### config.mk
export PLATFORM = sky130hd
export DESIGN_NAME = mdrx_wake_rx
export DESIGN_NICKNAME = d
export VERILOG_FILES = /design/src/rtl/mdrx_pkg.sv /design/src/rtl/mdrx_sampler.sv /design/src/rtl/mdrx_idle_det.sv /design/src/rtl/mdrx_wake_ctrl.sv /design/src/rtl/mdrx_wake_rx.sv
export SDC_FILE = /design/constraint.sdc
export NUM_CORES = 1
export LEC_CHECK = 0
export BUFFER_PORTS_ARGS = -buffer_cell sky130_fd_sc_hd__buf_2
export CAP_MARGIN = 5
export CORE_ASPECT_RATIO = 0.75
export CORE_UTILIZATION = 43
export CTS_BUF_LIST = sky130_fd_sc_hd__clkbuf_4 sky130_fd_sc_hd__clkbuf_8 sky130_fd_sc_hd__clkbuf_16
export DETAILED_ROUTE_END_ITERATION = 16
export GPL_TIMING_DRIVEN = 0
export PLACE_DENSITY = 0.71
export SYNTH_ARGS = -nofsm -noshare
export SYNTH_HDL_FRONTEND = slang
export SYNTH_HIERARCHICAL = 1
export SYNTH_SLANG_ARGS = --single-unit
### constraint.sdc
create_clock -name clk -period 4.1 [get_ports clk]
set_clock_uncertainty 0.05 [all_clocks]
set_input_delay 0.205 -clock clk [delete_from_list [all_inputs] [get_ports clk]]
set_output_delay 0.205 -clock clk [all_outputs]
set_load 0.05 [all_outputs]
### src/rtl/mdrx_pkg.sv
package mdrx_pkg;

    localparam int OVS   = 16;                       // ticks per bit
    localparam int DW    = 9;                        // widest character
    localparam int CW    = $clog2(OVS + 1);          // sample phase width
    localparam int BW    = $clog2(DW);               // bit index width
    localparam int ICW   = $clog2(OVS * (DW + 2) + 1);

    typedef enum logic [1:0] {
        S_IDLE,
        S_START,
        S_DATA,
        S_STOP
    } rx_state_t;

    typedef struct packed {
        logic          valid;
        logic [DW-1:0] data;
    } frame_t;

    typedef struct packed {
        logic valid;
        logic one;
    } msb_t;

    function automatic logic maj3(input logic a, input logic b, input logic c);
        return (a & b) | (a & c) | (b & c);
    endfunction

    // Preamble length in ticks: start + data + stop bit times.
    function automatic logic [ICW-1:0] idle_limit(input logic nine);
        return nine ? ICW'(OVS * (DW + 2)) : ICW'(OVS * (DW + 1));
    endfunction

endpackage

### src/rtl/mdrx_sampler.sv
module mdrx_sampler
    import mdrx_pkg::*;
#(
    parameter int START_A = 3,
    parameter int START_B = 5,
    parameter int START_C = 7
) (
    input  logic   clk,
    input  logic   rst,
    input  logic   tick,
    input  logic   rxd_s,
    input  logic   nine,
    output frame_t frame,
    output msb_t   msb,
    output logic   busy
);

    localparam logic [CW-1:0] SA   = CW'(START_A);
    localparam logic [CW-1:0] SB   = CW'(START_B);
    localparam logic [CW-1:0] SC   = CW'(START_C);
    localparam logic [CW-1:0] DA   = CW'(OVS / 2 - 1);
    localparam logic [CW-1:0] DB   = CW'(OVS / 2);
    localparam logic [CW-1:0] DC   = CW'(OVS / 2 + 1);
    localparam logic [CW-1:0] PEND = CW'(OVS);

    rx_state_t     state;
    logic [CW-1:0] ph;
    logic [BW-1:0] bitn;
    logic [1:0]    v;
    logic [DW-1:0] shreg;
    logic          vote;
    logic [BW-1:0] last;

    always_comb begin
        vote = maj3(v[0], v[1], rxd_s);
        last = nine ? BW'(DW - 1) : BW'(DW - 2);
        busy = (state != S_IDLE);
    end

    always_ff @(posedge clk) begin
        if (rst) begin
            state <= S_IDLE;
            ph    <= '0;
            bitn  <= '0;
            v     <= '0;
            shreg <= '0;
            frame <= '0;
            msb   <= '0;
        end else begin
            frame.valid <= 1'b0;
            msb.valid   <= 1'b0;
            if (tick) begin
                case (state)
                    S_IDLE: if (!rxd_s) begin
                        state <= S_START;
                        ph    <= CW'(2);
                        shreg <= '0;
                    end
                    S_START: begin
                        if (ph == SA) v[0] <= rxd_s;
                        if (ph == SB) v[1] <= rxd_s;
                        if (ph == SC && vote) begin
                            state <= S_IDLE;
                        end else if (ph == PEND) begin
                            ph    <= CW'(1);
                            bitn  <= '0;
                            state <= S_DATA;
                        end else begin
                            ph <= ph + 1'b1;
                        end
                    end
                    S_DATA: begin
                        if (ph == DA) v[0] <= rxd_s;
                        if (ph == DB) v[1] <= rxd_s;
                        if (ph == DC) begin
                            shreg[bitn] <= vote;
                            if (bitn == last) begin
                                msb.valid <= 1'b1;
                                msb.one   <= vote;
                            end
                        end
                        if (ph == PEND) begin
                            ph <= CW'(1);
                            if (bitn == last) state <= S_STOP;
                            else              bitn  <= bitn + 1'b1;
                        end else begin
                            ph <= ph + 1'b1;
                        end
                    end
                    S_STOP: begin
                        if (ph == DC) begin
                            frame.valid <= 1'b1;
                            frame.data  <= shreg;
                            state       <= S_IDLE;
                        end else begin
                            ph <= ph + 1'b1;
                        end
                    end
                    default: state <= S_IDLE;
                endcase
            end
        end
    end

    AST_FRAME_FROM_STOP: assert property (@(posedge clk) disable iff (rst)
        frame.valid |-> (state == S_IDLE) && $past(state == S_STOP)) else $error("frame");

endmodule

### src/rtl/mdrx_idle_det.sv
module mdrx_idle_det
    import mdrx_pkg::*;
(
    input  logic clk,
    input  logic rst,
    input  logic tick,
    input  logic rxd_s,
    input  logic nine,
    output logic idle_evt
);

    logic [ICW-1:0] cnt;
    logic           armed;

    always_ff @(posedge clk) begin
        if (rst) begin
            cnt      <= '0;
            armed    <= 1'b1;
            idle_evt <= 1'b0;
        end else begin
            idle_evt <= 1'b0;
            if (!rxd_s) begin
                cnt   <= '0;
                armed <= 1'b1;
            end else if (tick && armed) begin
                if (cnt + 1'b1 >= idle_limit(nine)) begin
                    idle_evt <= 1'b1;
                    armed    <= 1'b0;
                    cnt      <= '0;
                end else begin
                    cnt <= cnt + 1'b1;
                end
            end
        end
    end

endmodule

### src/rtl/mdrx_wake_ctrl.sv
module mdrx_wake_ctrl
    import mdrx_pkg::*;
(
    input  logic          clk,
    input  logic          rst,
    input  logic          rwu_set,
    input  logic          wake_sel,
    input  logic          flag_clr,
    input  frame_t        frame,
    input  msb_t          msb,
    input  logic          idle_evt,
    output logic [DW-1:0] rx_data,
    output logic          rx_full,
    output logic          idle_flag,
    output logic          standby,
    output logic          irq
);

    logic wake_now;
    logic awake_next;

    always_comb begin
        wake_now   = standby && (wake_sel ? (msb.valid && msb.one) : idle_evt);
        awake_next = !standby && !rwu_set;
        irq        = !standby && (rx_full || idle_flag);
    end

    always_ff @(posedge clk) begin
        if (rst) begin
            standby   <= 1'b0;
            rx_full   <= 1'b0;
            idle_flag <= 1'b0;
            rx_data   <= '0;
        end else begin
            if (rwu_set)       standby <= 1'b1;
            else if (wake_now) standby <= 1'b0;

            if (frame.valid && awake_next) begin
                rx_full <= 1'b1;
                rx_data <= frame.data;
            end else if (flag_clr) begin
                rx_full <= 1'b0;
            end

            if (idle_evt && awake_next) idle_flag <= 1'b1;
            else if (flag_clr)          idle_flag <= 1'b0;
        end
    end

    AST_FULL_ONLY_AWAKE: assert property (@(posedge clk) disable iff (rst)
        $rose(rx_full) |-> !standby) else $error("full in standby");
    AST_ADDR_WAKE_MSB: assert property (@(posedge clk) disable iff (rst)
        ($fell(standby) && $past(wake_sel)) |-> $past(msb.valid && msb.one)) else $error("addr wake");
    AST_IDLE_WAKE_QUIET: assert property (@(posedge clk) disable iff (rst)
        ($fell(standby) && !$past(wake_sel)) |-> (!$rose(idle_flag) && !$rose(rx_full))) else $error("idle wake");

endmodule

### src/rtl/mdrx_wake_rx.sv
module mdrx_wake_rx
    import mdrx_pkg::*;
(
    input  logic          clk,
    input  logic          rst,
    input  logic          tick16,
    input  logic          rxd,
    input  logic          nine_bit,
    input  logic          wake_sel,
    input  logic          rwu_set,
    input  logic          flag_clr,
    output logic [DW-1:0] rx_data,
    output logic          rx_full,
    output logic          idle_flag,
    output logic          standby,
    output logic          irq
);

    logic [1:0] sync_q;
    logic       rxd_s;
    frame_t     frame;
    msb_t       msb;
    logic       busy;
    logic       idle_evt;

    always_ff @(posedge clk) begin
        if (rst) sync_q <= 2'b11;
        else     sync_q <= {sync_q[0], rxd};
    end
    assign rxd_s = sync_q[1];

    mdrx_sampler u_sampler (
        .clk   (clk),
        .rst   (rst),
        .tick  (tick16),
        .rxd_s (rxd_s),
        .nine  (nine_bit),
        .frame (frame),
        .msb   (msb),
        .busy  (busy)
    );

    mdrx_idle_det u_idle (
        .clk      (clk),
        .rst      (rst),
        .tick     (tick16),
        .rxd_s    (rxd_s),
        .nine     (nine_bit),
        .idle_evt (idle_evt)
    );

    mdrx_wake_ctrl u_ctrl (
        .clk       (clk),
        .rst       (rst),
        .rwu_set   (rwu_set),
        .wake_sel  (wake_sel),
        .flag_clr  (flag_clr),
        .frame     (frame),
        .msb       (msb),
        .idle_evt  (idle_evt),
        .rx_data   (rx_data),
        .rx_full   (rx_full),
        .idle_flag (idle_flag),
        .standby   (standby),
        .irq       (irq)
    );

    // A preamble cannot complete inside a character, so the sampler is idle.
    AST_PREAMBLE_SAMPLER_IDLE: assert property (@(posedge clk) disable iff (rst)
        idle_evt |-> !busy) else $error("preamble while busy");

endmodule

==> metrics.txt, run 1 <==
cell area after synthesis=approximately 3200 µm²; I/O pins=21; Hold WC Path Type=input pin to flop; Vias=about 2700; outcome=complete, no violations; clock-pin slew on the worst setup and hold paths=approximately 0.06 ns; n_diodes=0; H-tree Lvls=3; nets@finish=between 300 and 400; register area=about 1200 µm²; first drt pass iteration count=5; clk_lat worst skew=about 0.33 ns; FILL cells=667; Finished Layout Cells=between 400 and 500; RSZ-0062 raised after global routing=false; wire length per cell=between 10 and 15 µm; commonest non-fill, non-tap cell in the layout=dfxtp_1; setup TNS=0 ns; CTS Buf Count=9; detailed placement HPWL=between 4000 and 5000 µm; die width=about 100 µm; initial antenna violation count=0; full die area=7751 µm²; Placed Area=3405 µm²; Clock Path Buffers=2; share of cells above drive strength 1=17.32%; largest net degree at the start of global routing=14; Worst Path Arrival=between 2 and 3 ns; slew margin rel.=between 50% and 60%; flop-to-flop setup slack=1.63 ns; Synth warnings=6; initial drt markers=between 200 and 250; syn_area_per_cell=~9.2 µm²; max_cap viols=0; WP data required=4.25 ns; final worst slack=about 1.6 ns; routed wire length=approximately 6800 µm; slew of the pin with the lowest slew margin=just over 0.6 ns; cell area after layout=about 3600 µm²; most frequent cells in the layout=dfxtp_1 (58), nor2_1 (26), a21oi_1 (25); DRC viols=0; P per Cell Area=340.6 nW/µm²; Syn Nets=roughly 370; worst vdd ir=about 0.15 mV; clk sink count=58; Setup WS pre-CTS=roughly 1.6 ns; drt via density=~5.6; global route overflow=0; Worst Setup Start Kind=flop; CP Capture Type=flop; Global Route Usage Sum=19.37%; Max Slew Vio Count=0; Fmax=just over 400 MHz; CTS tree=done; post_cts resized=0; row cnt=26; r2r startpoint=u_idle/cnt[0]; Critical path origin=u_idle/cnt[0]; PortBufs=20; Hold Crit Start=rwu_set; setup violators final=0; die height=around 76 µm; number of global-route vias before repair=around 2500; Final ANT Viol Nets=0; min Tclk post-route=approximately 2.5 ns; Syn Inst Count=about 350; Hold Violations, Final=0; Tot Pwr=about 1.2 mW; Final Wtd Congestion=0.8164; Multi-input gate area=1873 µm²; CTS root buf=clkbuf_8; first-pass GRT wire length=between 10000 and 15000 µm; DP Cell Count=approximately 460; leak pwr=between 1 and 1.5 nW; synth-to-layout area growth=14.12%; post-route clock period utilization=~60%; crit path kind=flop to flop; post-CTS setup buffer count=0; initial core utilization=a little under half; crit-path max FO=8; core area=around 7000 µm²
[report_power, final]
part           switching (mW)  total (mW)  leakage, nW  internal [mW]
Combinational          0.0517      0.0796        0.783         0.0279
Clock                   0.225       0.579        0.112          0.354
Sequential            0.00832       0.578        0.469          0.570
Total                   0.285        1.24         1.36          0.952
[worst paths after layout]
path | endpoint | depth (start not counted)
max | u_idle/cnt[5] | 9
min | u_ctrl/standby | 2
max reg2reg | u_idle/cnt[5] | 9
min reg2reg | sync_q[1] | 1
[worst max-delay path, cell delays in order (launching register included)]
cell and delay, ns:
dfxtp_1 0.48, ha_1 0.29, nand3_1 0.12, xor2_1 0.18
ha_1 0.29, nand3_1 0.09, o31ai_2 0.29, a311oi_4 0.19
nor2_4 0.26, a211oi_2 0.10
[area by class of cell]
cell class / instances / share of cell area, %
multi-input cells: 255 / 51.59
clock buffers: 10 / 3.790
flip-flops and latches: 58 / 31.98
clock inverters: 5 / 2.171
well taps: 98 / 3.377
repair buffers: 21 / 3.032
inverters: 16 / 1.654
plain buffers: 16 / 2.412
[flip-flops by register name, indices dropped and copies added, names as in the netlist, named ones only]
register / flops
u_sampler/v: 2
sync_q: 2
u_idle/idle_evt: 1
u_sampler/bitn: 4
u_idle/armed: 1
u_sampler/state: 1
u_sampler/msb: 2
u_sampler/ph: 5
u_idle/cnt: 8
u_ctrl/idle_flag: 1
u_ctrl/rx_data: 9
u_sampler/shreg: 9
u_ctrl/rx_full: 1
u_sampler/frame: 10
u_ctrl/standby: 1
[per-stage QoR]
stage          util (%)  hold WS, ns
2_1_floorplan         -       0.2521
3_5_place_dp      48.68       0.3389
3_3_place_gp      48.68       0.3332
6_report          51.91      0.07431
5_1_grt           51.91      0.07065
4_1_cts           51.91      0.06584
[layer usage]
layer	global-route usage (%)	routed length [µm]	share of wire, %	vias up
met1	26.25	3412	50	1262
met4	6.232	68	1.0	0
met2	29.73	2987	44	57
li1	-	-	-	1341
met5	0	0	0	-
met3	5.138	289	4.3	7
[repair_timing]
| item | 4_1_cts | 5_1_grt |
|---|---|---|
| endpoints found under the hold margin | 1 | 0 |
| endpoints found under the setup margin | 0 | 0 |
| hold buffers | 1 | 0 |
Power figures use the tool's default switching activity.
==> inputs of run 2 (changes only) <==
--- a/config.mk
+++ b/config.mk
@@ -5,6 +5,7 @@
 export SDC_FILE = /design/constraint.sdc
 export NUM_CORES = 1
 export LEC_CHECK = 0
+export ABC_AREA = 1
 export BUFFER_PORTS_ARGS = -buffer_cell sky130_fd_sc_hd__buf_2
 export CAP_MARGIN = 5
 export CORE_ASPECT_RATIO = 0.75
==> constraint.sdc (replaced) <==
create_clock -name clk -period 2.5 [get_ports clk]
set_clock_uncertainty 0.05 [all_clocks]
set_input_delay 0.125 -clock clk [delete_from_list [all_inputs] [get_ports clk]]
set_output_delay 0.125 -clock clk [all_outputs]
set_load 0.05 [all_outputs]
==> metrics.txt, run 2 <==
outcome=complete, no violations; largest registers=u_sampler/frame x10, u_ctrl/rx_data x9, u_sampler/shreg x9; drt via density=4.725; global route overflow=0; n_diodes=0; Biggest register=u_sampler/frame; Final ANT Viol Nets=0; hold path depth=4; Setup WS pre-CTS=around 0.40 ns; FILL cells=~680; crit path kind=flop to flop; number of global-route vias before repair=about 2300; met1 wire length=roughly 3300 µm; CTS tree=done; syn_area_per_cell=about 7.0 µm²; Multi-input gate area=around 1600 µm²; synth-to-layout area growth=14.06%; Vias=2651; Final Wtd Congestion=between 0.8 and 0.9; final worst slack=roughly 0.36 ns; initial core utilization=between 40 and 50%; post-synthesis sequential area ratio=around 38%; slew margin rel.=a little under 70%; most frequent cells in the layout=nand2_1 (93), nor2_1 (79), dfxtp_1 (58); H-tree Lvls=3; clock-pin slew on the worst setup and hold paths=~0.07 ns; Syn Nets=roughly 460; min Tclk post-route=between 2 and 2.5 ns; Clock Path Buffers=2; die width=slightly below 100 µm; Yosys top cell by area=dfxtp_1; initial drt markers=170; Largest register FFs=10; predominant post-synthesis flop cell=dfxtp_1; post-CTS setup buffer count=0; P per Cell Area=about 530 nW/µm²; Post-synth EDFFs=0; Fmax=467.6 MHz; Synth cell types=34; nets@finish=between 400 and 500; routed wire length=roughly 6300 µm; wire length per cell=11.26 µm; row cnt=26; post_cts resized=0; Post-CTS Hold Buffers=5; r2r startpoint=u_idle/cnt[0]; flop-to-flop setup slack=0.36 ns; crit-path max FO=4; first-pass GRT wire length=10440 µm; Hold WC Path Type=input pin to flop; CTS Buf Count=9; DRC viols=0; I/O pins=21; full die area=approximately 7500 µm²; worst vdd ir=between 0.2 and 0.25 mV; commonest non-fill, non-tap cell in the layout=nand2_1; CTS root buf=clkbuf_8; Synth warnings=6; WP data required=~2.7 ns; clk sink count=58; core area=6832 µm²; detailed placement HPWL=4592 µm; Hold Violations, Final=0; PortBufs=20; Worst Setup Start Kind=flop; initial antenna violation count=0; ranking of synthesized cells by area=dfxtp_1 (38%), nand2_1 (11%), nor2_1 (9.7%); post-route clock period utilization=about 86%; register bit total from synthesis=between 50 and 60; slew of the pin with the lowest slew margin=approximately 0.47 ns; endpoint of the worst hold path=u_ctrl/standby; cell with the most instances after synthesis=nand2_1; setup violators final=0; setup TNS=0 ns; ys async rst share=0%; cell area after synthesis=about 3100 µm²; reg2reg end=u_idle/cnt[2]; met2 wire len=approximately 2700 µm; die height=75.06 µm; Worst Path Arrival=~2.3 ns; max_cap viols=0; largest net degree at the start of global routing=11; Global Route Usage Sum=~18%; WL met3=292 µm; Syn Inst Count=436; top post-synthesis cells by count=nand2_1 (93), nor2_1 (79), dfxtp_1 (58), inv_1 (47), a21oi_1 (34); register area=around 1200 µm²; Hold Crit Start=wake_sel; top cell type's share of synthesized area=a little under two fifths; clk_lat worst skew=approximately 0.35 ns; share of cells above drive strength 1=14.88%; Max Used Layer=met4; leak pwr=1.485 nW; CP Capture Type=flop; first drt pass iteration count=5; reg2reg path depth=14; RSZ-0062 raised after global routing=false; Max Slew Vio Count=0
run 2: worst max path at each step:
stage               slack, ns            end     startpoint  cells past startpoint
CTS                      0.38  u_idle/cnt[2]  u_idle/cnt[0]                     14
global placement         0.43  u_idle/cnt[2]  u_idle/cnt[0]                     14
global route             0.17  u_idle/cnt[2]  u_idle/cnt[0]                     14
finish                   0.36  u_idle/cnt[2]  u_idle/cnt[0]                     14
detailed placement       0.40  u_idle/cnt[2]  u_idle/cnt[0]                     14
floorplan                0.63  u_idle/cnt[2]  u_idle/cnt[0]                     14
run 2: kinds of logic after synthesis:
family | synth area share [%]
AOI/OAI and AO/OA | 11.41
xor gates and xnor gates | 2.535
adders and majority gates | 5.724
buffers and inverters | 8.790
DFF | 37.94
and+or+nand+nor | 33.61
run 2: per-layer routing:
layer  GRT usage [%]  vias to the layer above
met5               0                        -
met4           8.170                        0
met3           5.664                        8
met2           27.08                       66
met1           24.63                     1127
li1                -                     1450
run 2: critical path, stage by stage, from the launching register on:
cell	delay, ns
dfxtp_1	0.41
ha_1	0.25
nand3_2	0.12
xnor2_1	0.15
inv_1	0.08
ha_1	0.27
inv_1	0.04
nor2_1	0.09
nand3_1	0.08
nand2_1	0.07
nand2_1	0.07
nand2_1	0.09
nand3_1	0.11
nand2_1	0.11
nor2_1	0.04
run 2: power breakdown:
group | internal, mW | leakage (nW) | switching [mW]
combinational | 0.0527 | 0.928 | 0.0930
clock | 0.391 | 0.0885 | 0.375
sequential | 0.936 | 0.469 | 0.0151
run 2: cell type report:
class	instances	area share (%)
Buffer	9	1.864
Clock buffer	11	4.158
Clock inverter	5	0.8602
Inverter	53	5.842
Multi-Input combinational cell	316	46.70
Sequential cell	58	33.26
Tap cell	84	3.011
Timing Repair Buffer	25	4.301
run 2: per-stage QoR:
step / hold slack [ns] / std cells / utilization (%) / total power, mW / area [µm²]
after floorplan: 0.1374 / 436 / - / 1.074 / 3060
after global placement: 0.2464 / 540 / 47.80 / 1.108 / 3266
after detailed placement: 0.2777 / 540 / 47.80 / 1.111 / 3266
after CTS: 0.04445 / 561 / 51.10 / 1.893 / 3491
after global routing: 0.09231 / 561 / 51.10 / 1.951 / 3491
final: 0.05156 / 561 / 51.10 / 1.863 / 3491
